**src/rtl/fc_credit_gate.sv**
```systemverilog
module fc_credit_gate #(
  parameter int HDR_W  = 8,
  parameter int DATA_W = 12,
  parameter int LEN_W  = 11
) (
  input  logic              clk,
  input  logic              rst_n,
  input  logic              init_load,
  input  logic [HDR_W-1:0]  init_ph,
  input  logic [DATA_W-1:0] init_pd,
  input  logic [HDR_W-1:0]  init_nph,
  input  logic [DATA_W-1:0] init_npd,
  input  logic              req_valid,
  input  logic [2:0]        req_type,
  input  logic [LEN_W-1:0]  req_len,
  output logic              req_grant,
  input  logic [HDR_W-1:0]  ret_ph,
  input  logic [DATA_W-1:0] ret_pd,
  input  logic [HDR_W-1:0]  ret_nph,
  input  logic [DATA_W-1:0] ret_npd,
  output logic [HDR_W-1:0]  cnt_ph,
  output logic [DATA_W-1:0] cnt_pd,
  output logic [HDR_W-1:0]  cnt_nph,
  output logic [DATA_W-1:0] cnt_npd
);
  localparam logic [31:0] HDR_MAX  = 32'((64'd1 << HDR_W) - 1);
  localparam logic [31:0] DATA_MAX = 32'((64'd1 << DATA_W) - 1);

  logic [LEN_W:0] len_up, need_d;
  logic is_post, is_np_rd, is_np_wr, fits;
  logic [31:0] take_ph, take_pd, take_nph, take_npd;
  logic [31:0] nx_ph, nx_pd, nx_nph, nx_npd;

  function automatic logic [31:0] settle(input logic [31:0] c, input logic [31:0] t,
                                         input logic [31:0] r, input logic [31:0] m);
    logic [32:0] s;
    s = {1'b0, c} - {1'b0, t} + {1'b0, r};
    return (s > {1'b0, m}) ? m : s[31:0];
  endfunction

  assign len_up   = {1'b0, req_len} + (LEN_W+1)'(3);
  assign need_d   = len_up >> 2;

  assign is_np_rd = (req_type <= 3'd2);
  assign is_np_wr = (req_type == 3'd3) || (req_type == 3'd4);
  assign is_post  = (req_type == 3'd5) || (req_type == 3'd6);

  always_comb begin
    if (is_post)
      fits = (cnt_ph != '0) && (32'(cnt_pd) >= 32'(need_d));
    else if (is_np_wr)
      fits = (cnt_nph != '0) && (32'(cnt_npd) >= 32'(need_d));
    else if (is_np_rd)
      fits = (cnt_nph != '0);
    else
      fits = 1'b0;
  end

  assign req_grant = req_valid && !init_load && fits;

  assign take_ph  = (req_grant && is_post) ? 32'd1 : 32'd0;
  assign take_pd  = (req_grant && is_post) ? 32'(need_d) : 32'd0;
  assign take_nph = (req_grant && (is_np_rd || is_np_wr)) ? 32'd1 : 32'd0;
  assign take_npd = (req_grant && is_np_wr) ? 32'(need_d) : 32'd0;

  assign nx_ph  = settle(32'(cnt_ph),  take_ph,  32'(ret_ph),  HDR_MAX);
  assign nx_pd  = settle(32'(cnt_pd),  take_pd,  32'(ret_pd),  DATA_MAX);
  assign nx_nph = settle(32'(cnt_nph), take_nph, 32'(ret_nph), HDR_MAX);
  assign nx_npd = settle(32'(cnt_npd), take_npd, 32'(ret_npd), DATA_MAX);

  always_ff @(posedge clk or negedge rst_n) begin
    if (!rst_n) begin
      cnt_ph  <= '0;
      cnt_pd  <= '0;
      cnt_nph <= '0;
      cnt_npd <= '0;
    end else if (init_load) begin
      cnt_ph  <= init_ph;
      cnt_pd  <= init_pd;
      cnt_nph <= init_nph;
      cnt_npd <= init_npd;
    end else begin
      cnt_ph  <= nx_ph[HDR_W-1:0];
      cnt_pd  <= nx_pd[DATA_W-1:0];
      cnt_nph <= nx_nph[HDR_W-1:0];
      cnt_npd <= nx_npd[DATA_W-1:0];
    end
  end
endmodule

```
**config.mk**
```make
export PLATFORM = sky130hd
export DESIGN_NAME = fc_credit_gate
export DESIGN_NICKNAME = d
export VERILOG_FILES = /design/src/rtl/fc_credit_gate.sv
export SDC_FILE = /design/constraint.sdc
export NUM_CORES = 1
export LEC_CHECK = 0
export ABC_AREA = 1
export BUFFER_PORTS_ARGS = -buffer_cell sky130_fd_sc_hd__buf_4
export CAP_MARGIN = 20
export CORE_MARGIN = 2
export CORE_UTILIZATION = 50
export DETAILED_ROUTE_END_ITERATION = 8
export PLACE_DENSITY_LB_ADDON = 0.2
export SLEW_MARGIN = 20
export SYNTH_ARGS = -nofsm -noshare
export SYNTH_HDL_FRONTEND = slang
export SYNTH_SLANG_ARGS = --single-unit
export TNS_END_PERCENT = 10
```
**constraint.sdc**
```tcl
create_clock -name clk -period 4.5 [get_ports clk]
set_input_delay 1.35 -clock clk [delete_from_list [all_inputs] [get_ports clk]]
set_output_delay 1.35 -clock clk [all_outputs]
set_load 0.05 [all_outputs]
```
# Word level (Yosys, flattened, before mapping)

Index checks and enable logic that the tools add are counted.

Multiplexer cells: 15
Equal/unequal tests: 4
Add/sub/neg operators: 9
Reduce and logical (&&, ||, !) cells: 13
$lt $le $gt $ge: 7

Operator list:

| cell                  | number |
|---|---|
| $gt 33x12->1 const B  | 2 |
| $gt 33x8->1 const B   | 2 |
| $mux 12               | 4 |
| $mux 8                | 4 |
| $add 13x13->14        | 2 |
| $sub 12x10->13        | 2 |
| $ge 12x10->1          | 2 |
| $add 9x9->10          | 2 |
| $mux 10               | 2 |
| $sub 8x1->9           | 2 |
| $reduce_bool 8->1     | 2 |
| $add 11x2->12 const B | 1 |
| $eq 3x3->1 const B    | 3 |
| $logic_and 1x1->1     | 7 |
| $mux 1                | 5 |
| $eq 3x2->1 const B    | 1 |
| $le 3x2->1 const B    | 1 |
| $logic_or 1x1->1      | 3 |
| $logic_not 1->1       | 1 |

Output and inout port bits: 41
Bits of input ports: 98
Word-level logic and storage cells: 52
Flip-flop bits (word level): 40

# Depth between registers and ports, before layout

Depth in word-level cells: 13
Mapped depth: 47
Depth with buffers taken out: 45

# Worst setup path before layout

OpenSTA, ideal clock, no wires.

Kind: input -> register
Start: input req_len[1]
End: register cnt_pd[9]
Stages: 43
Setup slack: -1.529 ns
Arrival time: 5.912 ns
Required time: 4.383 ns
Cell sequence: nor2_2 > nor2_4 > nor2_1 > inv_1 > ha_1 > nand2_1 > nand2_1 > nand2_1 > nand2_1 > nand2_1 > nand2_1 > nand2_1 > nand2_1 > nand2_1 > nand2_1 > nand2_1 > nand2_1 > nand2_2 > [7 not listed] > o21ai_0 > a21o_1 > a21oi_1 > xor2_1 > inv_1 > ha_1 > nand2_1 > nor2_1 > nand3_1 > nand4_1 > nand2_1 > inv_1 > o211ai_1 > o21ai_1 > buf_4 > nand2_1 > nand2_1 > nand2_1

Word-level cells in the longest chain between the ends: 13
Elaborated cells on any way between the ends: 15

Ends and longest elaborated chain:

| element              | line | source |
|---|---|---|
| from (decl)          | 15   | `input logic [LEN_W-1:0] req_len,` |
| $add 11x2->12 *      | 41   | `assign len_up = {1'b0, req_len} + (LEN_W+1)'(3);` |
| $ge 12x10->1         | 52   | `fits = (cnt_nph != '0) && (32'(cnt_npd) >= 32'(need_d));` |
| $logic_and 1x1->1    | 52   |  |
| $mux 1               | 51   | `else if (is_np_wr)` |
| $mux 1               | 49   | `if (is_post)` |
| $logic_and 1x1->1    | 59   | `assign req_grant = req_valid && !init_load && fits;` |
| $logic_and 1x1->1    | 62   | `assign take_pd = (req_grant && is_post) ? 32'(need_d) : 32'd0;` |
| $mux 10 *            | 62   |  |
| $sub 12x10->13 *     | 37   | `s = {1'b0, c} - {1'b0, t} + {1'b0, r};` |
| $add 13x13->14 *     | 37   |  |
| $gt 33x12->1         | 38   | `return (s > {1'b0, m}) ? m : s[31:0];` |
| $mux 12 *            | 38   |  |
| $mux 12 *            | 77   | `end else if (init_load) begin` |
| to (signal assigned) | 79   | `cnt_pd <= init_pd;` |
| to (signal assigned) | 84   | `cnt_pd <= nx_pd[DATA_W-1:0];` |
| to (decl)            | 22   | `output logic [DATA_W-1:0] cnt_pd,` |

Every way passes the cells marked *; elsewhere a longest branch is shown, timed or not.

# Final worst setup path

Start: input req_len[2]
End: register cnt_pd[0]

The elaborated chain is that of the path after synthesis.

==> flow_summary_export.csv <==
group,metric,value,unit
worst_setup_path,crit_path_top_delay_cell,"sky130_fd_sc_hd__ha_1",
worst_setup_path,critPathRequiredTime,4.73,ns
routing,detailroute.via_count,6860,
routing,via_count_normalized_by_instance_count,5.32,
synth,synth_fp_nets,993,
routing,wl_per_cell,15.0,µm
worst_setup_path,critical-path-max-stage-delay,0.37,ns
synth,yosys_most_used_dff,"sky130_fd_sc_hd__dfrtp_1",
worst_setup_path,worstPathBufferInverterCount,12,
timing,setup_tns,-55.36,ns
timing,worstMarginPinSlew,0.686,ns
timing,final_min_period_over_clock_period,1.35,
global_route,antenna_found_initial,0,
hold_path,min-delay-path-class,"in2async",
timing,final_setup_viols,41,
synth,synth.cells.most_frequent,"167 x sky130_fd_sc_hd__nand2_1, 134 x sky130_fd_sc_hd__inv_1, 89 x sky130_fd_sc_hd__nor2_1, 82 x sky130_fd_sc_hd__ha_1, 65 x sky130_fd_sc_hd__a21oi_1",
global_route,grt_first_pass_wirelength,29.4,mm
global_route,grt_start_max_net_pins,66,
synth,yosys.area.top_type,"sky130_fd_sc_hd__ha_1",
worst_setup_path,worst-setup-path-type,"in2reg",
clocking,cts_tree,"yes",
place,half_perimeter_wire_length_after_placement,13.5,mm
clocking,tritoncts_num_sinks,40,
clocking,worst_setup_hold_path_clk_slew,0.09,ns
worst_setup_path,worst_path_most_repeated_cell,"sky130_fd_sc_hd__nand2_1",
global_route,grt_overflow_total,0,
die,die-area,0.0118,mm²
synth,synth_cells,807,
routing,drtIter0Drc,437,
die,dieWidth,109,µm
clocking,cts-root-to-sink-buffers,2,
worst_setup_path,worst-r2r-cell-count,42,
power,report.power.total,6.52,mW
routing,finalWirelength,19.3,mm
power,power.leakage,4.63,nW
cells_and_area,layout.nets,1334,
global_route,global_route.usage.total,0.313,
routing,firstDrtPassIters,6,
cells_and_area,final_cell_count_no_fill,1289,
clocking,cts_max_level,2,
synth,postSynth.asyncResetShare,1.00,
cells_and_area,fraction_of_final_layout_cells_with_drive_strength_greater_than_1,0.412,
synth,synth_area_leaders,"sky130_fd_sc_hd__ha_1 19%, sky130_fd_sc_hd__dfrtp_1 18%, sky130_fd_sc_hd__nand2_1 11%",
run_status,failed_checks,"setup timing",
timing,timing_max_transition_violations_final,0,
place,io_buffer_count,138,
clocking,cts-buffers-inserted,5,
synth,post-synth-top-count-cell,"sky130_fd_sc_hd__nand2_1",
power,vdd_ir_drop_max,0.599,mV
synth,per_instance_average_area_after_synthesis,6.77,µm²
place,preCtsSetupSlack,-1.83,ns
worst_setup_path,critical_path.top_delay_family,"simple AND/OR/NAND/NOR gates",
timing,slew_headroom,0.542,
synth,netlist_area,0.00547,mm²
timing,period_minus_slack,6.09,ns
cells_and_area,antennaDiodeCount,0,
clocking,clk-insertion-delay-late,0.31,ns
routing,drc,0,
timing,final_critical_path_setup_slack,-1.59,ns
synth,synth_seq_area_share,0.183,
synth,count_of_cell_types_in_the_netlist,40,
run_status,result_of_the_run,"finished with violations",
timing,final.hold.worst_slack,1.03,ns
cells_and_area,fill_cell_instance_count_of_the_final_layout,668,
cells_and_area,multi_input_area,0.00443,mm²
synth,number_of_enable_type_register_cells_in_the_synthesized_netlist,0,
timing,hold_viol_final,0,
synth,netlist.area_leader.share,0.188,
die,core_area,0.0107,mm²
worst_setup_path,critical_path_arrival,6.32,ns
cells_and_area,post-route-cell-area,0.00889,mm²
worst_setup_path,r2r-start,"cnt_pd[0]$_DFF_PN0_",
die,die_y,109,µm
timing,max_clock_freq,164,MHz
global_route,via_count_of_the_first_global_routing_pass,6717,
clocking,cts_hold_repair.buffers,0,
timing,final.setup_skew,0.0105,ns
synth,ff_latch_count_synth,40,
die,floorplan.initialDensity,0.509,
place,dp.cells,1244,
synth,ys_warn_count,0,
worst_setup_path,r2r-end,"cnt_pd[0]$_DFF_PN0_",
die,io_pins,139,
clocking,ctsRootBufferMaster,"sky130_fd_sc_hd__clkbuf_8",
worst_setup_path,timing.critical_path.from_type,"input port",
worst_setup_path,setup.reg_to_reg.worst_slack,-0.52,ns
place,routabilityCongestion,0.932,
cells_and_area,flow.area_growth_from_synthesis,62.6,%
worst_setup_path,crit_fanout,8,
timing,rsz_0062_raised_after_global_routing,"true",
routing,ant_nets,0,
place,place_area,0.00805,mm²
worst_setup_path,endpoint_kind,"register",
cells_and_area,postLayoutCoreUtil,0.827,
run,timing.max_cap.violations,0,
die,num_rows,38,
cells_and_area,register_cell_area_after_layout,0.00100,mm²
power,pwr_density_cell,734,mW/mm²
[worst reg2reg max path, delay by kind of cell, from the launching register on]
kind	cells	cell delay, ns
compound gates	7	1.05
flops	1	0.38
buf+inv	10	0.97
simple gates	21	1.53
fa+ha+maj	3	0.93
xor+xnor	1	0.13
[kinds of logic after synthesis]
family / count (synthesis) / share of synthesized area
simple gates: 327 / 0.254
fa+ha+maj: 88 / 0.210
compound gates: 147 / 0.157
buf+inv: 147 / 0.103
flops: 40 / 0.183
xor+xnor: 58 / 0.0929
[registers in the layout, indices dropped and copies added, names as in the netlist]
name,flops
cnt_npd,12
cnt_pd,12
cnt_ph,8
cnt_nph,8
[layout by cell type (no fill, tap or decap), types with 7 or more instances in the layout]
cell type,n
sky130_fd_sc_hd__o21bai_1,21
sky130_fd_sc_hd__ha_4,12
sky130_fd_sc_hd__xnor2_1,19
sky130_fd_sc_hd__nand4_1,18
sky130_fd_sc_hd__o21ai_2,7
sky130_fd_sc_hd__nand2_1,144
sky130_fd_sc_hd__nand2_2,24
sky130_fd_sc_hd__buf_4,335
sky130_fd_sc_hd__o22ai_1,9
sky130_fd_sc_hd__inv_1,125
sky130_fd_sc_hd__ha_1,69
sky130_fd_sc_hd__nor2_1,80
sky130_fd_sc_hd__a21oi_2,18
sky130_fd_sc_hd__dfrtp_1,40
sky130_fd_sc_hd__xor2_1,38
sky130_fd_sc_hd__nand3_1,18
sky130_fd_sc_hd__a21oi_1,45
sky130_fd_sc_hd__nor3_1,8
sky130_fd_sc_hd__o21ai_0,15
sky130_fd_sc_hd__inv_2,10
sky130_fd_sc_hd__o21ai_1,8
[what timing repair did]
item | in CTS | in global routing
pin swaps | 29 | 33
resized for setup | 68 | 45
endpoints found under the setup margin | 41 | 41
buffers inserted | 25 | 12
[routing by layer]
layer	global-route usage	part of all wire
met5	0	0
met4	0.114	0.037
met3	0.0440	0.060
met2	0.554	0.49
met1	0.384	0.41
[worst max-delay path by stage]
stage	startpoint	to	slack, ns	depth (start not counted)
floorplan	req_len[6]	cnt_pd[9]$_DFF_PN0_	-1.26	39
global placement	req_len[1]	cnt_pd[3]$_DFF_PN0_	-1.76	43
detailed placement	req_len[1]	cnt_pd[1]$_DFF_PN0_	-1.83	46
CTS	req_len[0]	cnt_npd[2]$_DFF_PN0_	-1.24	40
global route	req_len[1]	cnt_npd[7]$_DFF_PN0_	-1.98	46
finish	req_len[2]	cnt_pd[0]$_DFF_PN0_	-1.59	40
[layout make-up]
class,count,share of cell area
multi-input cells,620,0.498
repair buffers,345,0.299
flip-flops and latches,40,0.113
inverters,136,0.0588
well taps,140,0.0197
clock buffers,6,0.00929
clock inverters,2,0.00169
[power breakdown]
group / internal [mW] / switching, mW
registers: 0.490 / 0.140
clock network: 0.125 / 0.149
logic: 2.65 / 2.97
(Power assumes the default switching activity.)
